===== src/rtl/lmac_pkg.sv =====
package lmac_pkg;

    localparam int CODE_W = 4;
    localparam int VAL_W  = 8;

    typedef logic signed [VAL_W-1:0] val_t;

    typedef enum logic [1:0] {
        S_IDLE  = 2'd0,
        S_ACC   = 2'd1,
        S_SCALE = 2'd2
    } mac_state_e;

    // Non-uniform grid: dense near zero, sparse at the tails.
    function automatic val_t code_value(input logic [CODE_W-1:0] c);
        val_t v;
        v = '0;
        case (c)
            4'd0:  v = val_t'(-128);
            4'd1:  v = val_t'(-88);
            4'd2:  v = val_t'(-64);
            4'd3:  v = val_t'(-47);
            4'd4:  v = val_t'(-34);
            4'd5:  v = val_t'(-22);
            4'd6:  v = val_t'(-11);
            4'd7:  v = val_t'(0);
            4'd8:  v = val_t'(9);
            4'd9:  v = val_t'(19);
            4'd10: v = val_t'(30);
            4'd11: v = val_t'(42);
            4'd12: v = val_t'(56);
            4'd13: v = val_t'(74);
            4'd14: v = val_t'(98);
            4'd15: v = val_t'(127);
            default: v = '0;
        endcase
        return v;
    endfunction

endpackage


===== src/rtl/lmac_lookup.sv =====
module lmac_lookup
    import lmac_pkg::*;
(
    input  logic [CODE_W-1:0] code,
    output val_t              value
);

    always_comb begin
        value = code_value(code);
    end

endmodule


===== src/rtl/lmac_stage1.sv =====
module lmac_stage1
    import lmac_pkg::*;
#(
    parameter int SCALE_W = 8,
    localparam int PROD_W = 2 * VAL_W
) (
    input  logic                     clk,
    input  logic                     rst_n,
    input  logic                     op_valid,
    input  logic                     op_clear,
    input  logic                     op_last,
    input  logic [CODE_W-1:0]        code_a,
    input  logic [CODE_W-1:0]        code_b,
    input  logic [SCALE_W-1:0]       scale_a,
    input  logic [SCALE_W-1:0]       scale_b,
    output logic                     p_vld,
    output logic                     p_clr,
    output logic                     p_fin,
    output logic signed [PROD_W-1:0] p_prod,
    output logic [SCALE_W-1:0]       p_sa,
    output logic [SCALE_W-1:0]       p_sb
);

    val_t va;
    val_t vb;
    logic signed [PROD_W-1:0] prod_c;

    lmac_lookup u_lk_a (.code(code_a), .value(va));
    lmac_lookup u_lk_b (.code(code_b), .value(vb));

    always_comb begin
        prod_c = PROD_W'(va * vb);
    end

    always_ff @(posedge clk or negedge rst_n) begin
        if (!rst_n) begin
            p_vld  <= 1'b0;
            p_clr  <= 1'b0;
            p_fin  <= 1'b0;
            p_prod <= '0;
            p_sa   <= '0;
            p_sb   <= '0;
        end else begin
            p_vld <= op_valid;
            p_clr <= op_clear;
            p_fin <= op_last;
            if (op_valid) begin
                p_prod <= prod_c;
            end
            if (op_last) begin
                p_sa <= scale_a;
                p_sb <= scale_b;
            end
        end
    end

endmodule


===== src/rtl/lmac_accum.sv =====
module lmac_accum #(
    parameter int ACC_W  = 19,
    parameter int PROD_W = 16,
    parameter int DROP   = 4,
    localparam int SH_W  = PROD_W - DROP
) (
    input  logic                     clk,
    input  logic                     rst_n,
    input  logic                     p_vld,
    input  logic                     p_clr,
    input  logic signed [PROD_W-1:0] p_prod,
    output logic signed [ACC_W-1:0]  acc,
    output logic                     sat
);

    localparam logic signed [ACC_W:0] MAXV = {2'b00, {(ACC_W-1){1'b1}}};
    localparam logic signed [ACC_W:0] MINV = {2'b11, {(ACC_W-1){1'b0}}};

    logic signed [PROD_W-1:0] shifted;
    logic signed [ACC_W:0]    addend;
    logic signed [ACC_W:0]    base;
    logic signed [ACC_W:0]    sum;
    logic signed [ACC_W-1:0]  nxt;
    logic                     hit;

    always_comb begin
        shifted = p_prod >>> DROP;
        addend  = {{(ACC_W+1-SH_W){shifted[SH_W-1]}}, shifted[SH_W-1:0]};
        base    = p_clr ? '0 : {acc[ACC_W-1], acc};
        sum     = base + (p_vld ? addend : '0);
        hit     = 1'b0;
        nxt     = sum[ACC_W-1:0];
        if (sum > MAXV) begin
            nxt = MAXV[ACC_W-1:0];
            hit = 1'b1;
        end else if (sum < MINV) begin
            nxt = MINV[ACC_W-1:0];
            hit = 1'b1;
        end
    end

    always_ff @(posedge clk or negedge rst_n) begin
        if (!rst_n) begin
            acc <= '0;
            sat <= 1'b0;
        end else begin
            if (p_clr || p_vld) begin
                acc <= nxt;
            end
            if (p_clr) begin
                sat <= hit;
            end else if (p_vld && hit) begin
                sat <= 1'b1;
            end
        end
    end

endmodule


===== src/rtl/lmac_ctrl.sv =====
module lmac_ctrl
    import lmac_pkg::*;
(
    input  logic       clk,
    input  logic       rst_n,
    input  logic       p_vld,
    input  logic       p_clr,
    input  logic       p_fin,
    output mac_state_e state,
    output logic       do_scale
);

    mac_state_e nxt;

    always_ff @(posedge clk or negedge rst_n) begin
        if (!rst_n) begin
            state <= S_IDLE;
        end else begin
            state <= nxt;
        end
    end

    always_comb begin
        nxt = state;
        unique case (state)
            S_IDLE: begin
                if (p_fin)              nxt = S_SCALE;
                else if (p_vld | p_clr) nxt = S_ACC;
            end
            S_ACC: begin
                if (p_fin)              nxt = S_SCALE;
            end
            S_SCALE: begin
                if (p_fin)              nxt = S_SCALE;
                else if (p_vld | p_clr) nxt = S_ACC;
                else                    nxt = S_IDLE;
            end
            default: nxt = S_IDLE;
        endcase
    end

    always_comb begin
        do_scale = (state == S_SCALE);
    end

endmodule


===== src/rtl/lut_dq_mac.sv =====
module lut_dq_mac
    import lmac_pkg::*;
#(
    parameter int ACC_W   = 19,
    parameter int DROP    = 4,
    parameter int SCALE_W = 8,
    localparam int PROD_W = 2 * VAL_W,
    localparam int GAIN_W = 2 * SCALE_W,
    localparam int RES_W  = ACC_W + GAIN_W
) (
    input  logic                    clk,
    input  logic                    rst_n,
    input  logic                    op_valid,
    input  logic                    op_clear,
    input  logic                    op_last,
    input  logic [CODE_W-1:0]       code_a,
    input  logic [CODE_W-1:0]       code_b,
    input  logic [SCALE_W-1:0]      scale_a,
    input  logic [SCALE_W-1:0]      scale_b,
    output logic                    res_valid,
    output logic signed [RES_W-1:0] res_value,
    output logic                    sat_flag
);

    logic                     p_vld;
    logic                     p_clr;
    logic                     p_fin;
    logic signed [PROD_W-1:0] p_prod;
    logic [SCALE_W-1:0]       p_sa;
    logic [SCALE_W-1:0]       p_sb;
    logic signed [ACC_W-1:0]  acc_q;
    mac_state_e               state;
    logic                     do_scale;
    logic [GAIN_W-1:0]        gain_q;
    logic signed [RES_W:0]    full;

    lmac_stage1 #(.SCALE_W(SCALE_W)) u_s1 (
        .clk(clk), .rst_n(rst_n),
        .op_valid(op_valid), .op_clear(op_clear), .op_last(op_last),
        .code_a(code_a), .code_b(code_b),
        .scale_a(scale_a), .scale_b(scale_b),
        .p_vld(p_vld), .p_clr(p_clr), .p_fin(p_fin),
        .p_prod(p_prod), .p_sa(p_sa), .p_sb(p_sb)
    );

    lmac_accum #(.ACC_W(ACC_W), .PROD_W(PROD_W), .DROP(DROP)) u_acc (
        .clk(clk), .rst_n(rst_n),
        .p_vld(p_vld), .p_clr(p_clr), .p_prod(p_prod),
        .acc(acc_q), .sat(sat_flag)
    );

    lmac_ctrl u_ctrl (
        .clk(clk), .rst_n(rst_n),
        .p_vld(p_vld), .p_clr(p_clr), .p_fin(p_fin),
        .state(state), .do_scale(do_scale)
    );

    always_comb begin
        full = acc_q * $signed({1'b0, gain_q});
    end

    always_ff @(posedge clk or negedge rst_n) begin
        if (!rst_n) begin
            gain_q    <= '0;
            res_valid <= 1'b0;
            res_value <= '0;
        end else begin
            if (p_fin) begin
                gain_q <= GAIN_W'(p_sa * p_sb);
            end
            res_valid <= do_scale;
            if (do_scale) begin
                res_value <= full[RES_W-1:0];
            end
        end
    end

endmodule


===== config.mk =====
export PLATFORM = sky130hd
export DESIGN_NAME = lut_dq_mac
export DESIGN_NICKNAME = d
export VERILOG_FILES = /design/src/rtl/lmac_pkg.sv /design/src/rtl/lmac_lookup.sv /design/src/rtl/lmac_stage1.sv /design/src/rtl/lmac_accum.sv /design/src/rtl/lmac_ctrl.sv /design/src/rtl/lut_dq_mac.sv
export SDC_FILE = /design/constraint.sdc
export NUM_CORES = 1
export LEC_CHECK = 0
export BUFFER_PORTS_ARGS = -buffer_cell sky130_fd_sc_hd__clkbuf_2
export CORE_ASPECT_RATIO = 0.5
export CORE_MARGIN = 2
export CORE_UTILIZATION = 50
export DETAILED_ROUTE_END_ITERATION = 6
export GPL_TIMING_DRIVEN = 0
export PLACE_DENSITY = 0.76
export SLEW_MARGIN = 20
export SYNTH_ARGS = -nofsm -noshare
export SYNTH_HDL_FRONTEND = slang
export SYNTH_SLANG_ARGS = --single-unit

===== constraint.sdc =====
create_clock -name clk -period 17.9 [get_ports clk]
set_input_delay 1.79 -clock clk [delete_from_list [all_inputs] [get_ports clk]]
set_output_delay 1.79 -clock clk [all_outputs]
set_load 0.03 [all_outputs]

==> impl_summary.md <==
Status
The flow ran to the end, and the final reports show no timing, DRC or antenna violations.

Placed design
The worst slack at placement is 10,560 ps. Buffers placed on the I/O ports in this run total 64. The detailed placer's ending HPWL is 40,600 um.

At the end of routability-driven placement, the weighted congestion stood at 1.01.

Flow run
The number of maximum-capacitance constraint violations is 0.

Global route
The largest net degree at the start of global routing is 56. The initial antenna violation count is 0. The total global routing overflow is 0. The wire length of the first global-routing pass is 82,100 um.

For this run, the total global-route usage over all layers was measured as 0.237. The via count of the first global-routing pass was around 16,000.

Timing
The number of pins with negative max-slew slack in the final report is 0. Setup violations remaining at the end of the flow were counted as 0. The final setup skew is 20.9 ps. The worst path meets setup with 10,560 ps of slack. Summed over all failing endpoints, the final setup total negative slack is 0 ps. The relative slew slack is 0.443.

Of the available clock period, the critical path in the final layout requires 0.410. The clock period could shrink to 7340 ps. Setup repair after global routing left no endpoint under its margin.

Based on the critical path, the design can be clocked at up to 136 MHz. The hold violation count in the final report was 0. The transition time at the pin with the least slew margin is 836 ps.

Yosys
Of the total synthesized cell area, the portion taken by XOR and XNOR cells is 0.0298. The leading area contributor after synthesis is sky130_fd_sc_hd__fa_1. Of the post-synthesis cell area, the part taken by muxes is 0.0217. Synthesis produced a netlist whose cell count is between 2,000 and 2,500. By instance count, the leading cell after synthesis is sky130_fd_sc_hd__inv_1. The post-synthesis net count is 2,943. The main flop type after synthesis is sky130_fd_sc_hd__dfrtp_1. The area fraction in compound gates after synthesis is 0.0762.

After synthesis, the share of flip-flops with an asynchronous set or reset is 1.00. Of the total synthesized cell area, the portion taken by AND, OR, NAND and NOR gates is 0.163. The commonest cells after synthesis are 496 x sky130_fd_sc_hd__inv_1, 393 x sky130_fd_sc_hd__fa_1, 319 x sky130_fd_sc_hd__nand2_1. By area the synthesized netlist is led by sky130_fd_sc_hd__fa_1 37%, sky130_fd_sc_hd__dfrtp_1 12%, sky130_fd_sc_hd__ha_1 11%, sky130_fd_sc_hd__inv_1 8.8%, sky130_fd_sc_hd__nand2_1 5.7%. The main combinational cell family by area after synthesis is adder cells. The share of synthesized cell area in full adder, half adder and majority cells is 0.480.

The number of warnings reported in the yosys synthesis log is 0. The combined area of all synthesized cells is 21,200 um2. Of the synthesized area, sequential elements account for 0.124. The mean instance size in the synthesized netlist is 9.07 um2. Yosys mapped the design onto 80 distinct sky130hd cell types. Counting flops with a built-in enable in the synthesized netlist gives 0.

The area fraction of the dominant cell type after synthesis is 0.371. Counting flops and latches in the post-synthesis netlist gives 105.

Worst setup path
The type of origin of the critical path is a register. The endpoint identified for the worst register-to-register timing path is res_value[33]$_DFFE_PN0P_. The highest fanout seen on the critical path is 10.

The critical setup path kind is reg2reg. The critical path endpoint category is a register. The start of the worst register-to-register path is gain_q[3]$_DFFE_PN0P_. For the worst flop-to-flop path, the logic depth is 23.

The data arrival time of the critical path is 7680 ps. For the worst setup path, the data required time is 18,240 ps. The setup slack on the worst flop-to-flop path is 10,560 ps.

Clock network
Counting every sink on the clock net gives 105. After clock tree synthesis, the clock-pin slew on the worst setup and hold paths is ~100 ps. In this run the number of H-tree levels came out at 3. The library cell used as clock root buffer is sky130_fd_sc_hd__clkbuf_16. The number of instances resized during post-cts repair is 0. After clock tree synthesis, the flow added hold-fix buffers numbering 0.

The CTS tree is yes. At the later pin of the worst-skew pair, clock insertion delay measures 400 ps. In this run the post-CTS setup repair buffer count came out at 0. The buffer levels on the longest clock path is 2. In this run, CTS created clock tree buffers numbering 9.

Worst hold path
The beginning of the worst hold path is res_value[0]$_DFFE_PN0P_. The path with the worst hold slack has its endpoint at res_value[0]$_DFFE_PN0P_. The path class of the lowest-slack min-delay path is reg2reg. Along the worst hold path, the cell count comes to 2.

Floorplanning
After floorplanning, the core was divided into 53 placement rows. The initial core utilization is 0.506. The die height is 150 um.

From left edge to right edge, the die measures 295 um. The region available for standard cell placement spans 41,900 um2. The floorplan die area is 44,100 um2.

66 I/O pins were placed.

Route
For this run, design rule violations remaining after detail routing come to 0. The final wirelength is 49,300 um. In the final routed layout, each cell accounts on average for 16.5 um. After the first detailed-routing iteration, the DRC count stood at 1,142. The routed layout has 15,568 vias. Using the TritonRoute via totals, the vias-per-cell ratio works out to 5.20. The number of antenna-violating nets in the routed design is 0. The first TritonRoute pass finished after 7 iterations.

Layout
The number of filler instances in the final layout is ~3,700. The antenna diode instance count is 0. Of the cells placed in the final design, the portion with a size suffix greater than 1 is 0.0662. Relative to the synthesized area, the layout overhead comes to 6.58%.

After the last flow step, the layout net total stands at 3,019.
==> placed cells by master (no fill, tap or decap), drive strengths merged, types with 52 or more instances in the layout <==
cell / Yosys / layout
nand2: 319 / 319
clkbuf: 90 / 164
a21oi: 56 / 56
ha: 184 / 184
and2: 166 / 166
nor2: 94 / 94
inv: 496 / 499
fa: 393 / 393
dfrtp: 105 / 105
o21ai: 62 / 62
xnor2: 52 / 52
==> registers in the layout (all words and copies together), names as in the netlist <==
signal / flops
gain_q: 16
res_valid: 1
res_value: 35
u_acc.acc: 19
u_acc.sat: 1
u_ctrl.state: 2
u_s1.p_clr: 1
u_s1.p_fin: 1
u_s1.p_prod: 12
u_s1.p_sa: 8
u_s1.p_sb: 8
u_s1.p_vld: 1
==> stage by stage <==
stage	utilization	area (um2)	std cells	hold WS (ps)
floorplan	-	21200	2337	442
global placement	0.531	22200	2978	456
detailed placement	0.531	22300	2979	463
CTS	0.539	22600	2995	479
global route	0.539	22600	2995	507
finish	0.539	22600	2995	479
==> worst max path at each step <==
stage                                    from                     endpoint  slack, ps  cells after the start
floorplan                           code_a[2]  u_s1.p_prod[14]$_DFFE_PN0P_      11100                     19
global placement                    code_a[1]  u_s1.p_prod[14]$_DFFE_PN0P_      10600                     23
detailed placement                  code_a[1]  u_s1.p_prod[14]$_DFFE_PN0P_      10560                     23
CTS                 u_acc.acc[18]$_DFFE_PN0N_    res_value[34]$_DFFE_PN0P_      10690                     23
global route        u_acc.acc[18]$_DFFE_PN0N_    res_value[34]$_DFFE_PN0P_      10270                     23
finish                  gain_q[3]$_DFFE_PN0P_    res_value[33]$_DFFE_PN0P_      10560                     23
==> logic make-up (layout without fill, tap and decap cells) <==
kind of cell,after synthesis,after routing
muxes,40,40
buffers and inverters,593,674
and+or+nand+nor,709,709
xor gates and xnor gates,72,72
AOI/OAI and AO/OA,241,241
adders and majority gates,577,577
DFF,105,105
==> area by class of cell <==
cell class | instances | area [um2] | area share
flip-flops and latches | 105 | 2630 | 0.116
clock inverters | 6 | 86.3 | 0.00382
inverters | 497 | 1870 | 0.0826
clock buffers | 10 | 229 | 0.0101
repair buffers | 65 | 357 | 0.0158
well taps | 577 | 722 | 0.0320
multi-input cells | 1639 | 16300 | 0.723
plain buffers | 96 | 373 | 0.0165
==> critical path: stages (launching register included) <==
cell	delay, ps
sky130_fd_sc_hd__dfrtp_1	400
sky130_fd_sc_hd__clkbuf_1	510
sky130_fd_sc_hd__clkbuf_1	490
sky130_fd_sc_hd__nand2_1	150
sky130_fd_sc_hd__fa_1	540
sky130_fd_sc_hd__fa_1	560
sky130_fd_sc_hd__fa_1	520
sky130_fd_sc_hd__inv_1	50
sky130_fd_sc_hd__fa_1	470
sky130_fd_sc_hd__fa_1	520
sky130_fd_sc_hd__inv_1	50
sky130_fd_sc_hd__fa_1	470
sky130_fd_sc_hd__inv_1	40
sky130_fd_sc_hd__ha_1	330
sky130_fd_sc_hd__and3_1	210
sky130_fd_sc_hd__nand2_1	100
sky130_fd_sc_hd__nor2_1	110
sky130_fd_sc_hd__o21ai_0	190
sky130_fd_sc_hd__a21boi_1	310
sky130_fd_sc_hd__o22ai_2	140
sky130_fd_sc_hd__o31ai_2	410
sky130_fd_sc_hd__nand4_1	210
sky130_fd_sc_hd__a2111o_1	400
sky130_fd_sc_hd__nand3_1	70
==> layer usage <==
layer  wire, um  global-route usage
met1      22100               0.327
met2      21800               0.374
met3       4400              0.0606
met4       1030              0.0594
met5          0                   0
Power is not shown: default switching activity piles up to over one toggle a cycle in this logic, so the estimate is an artifact.
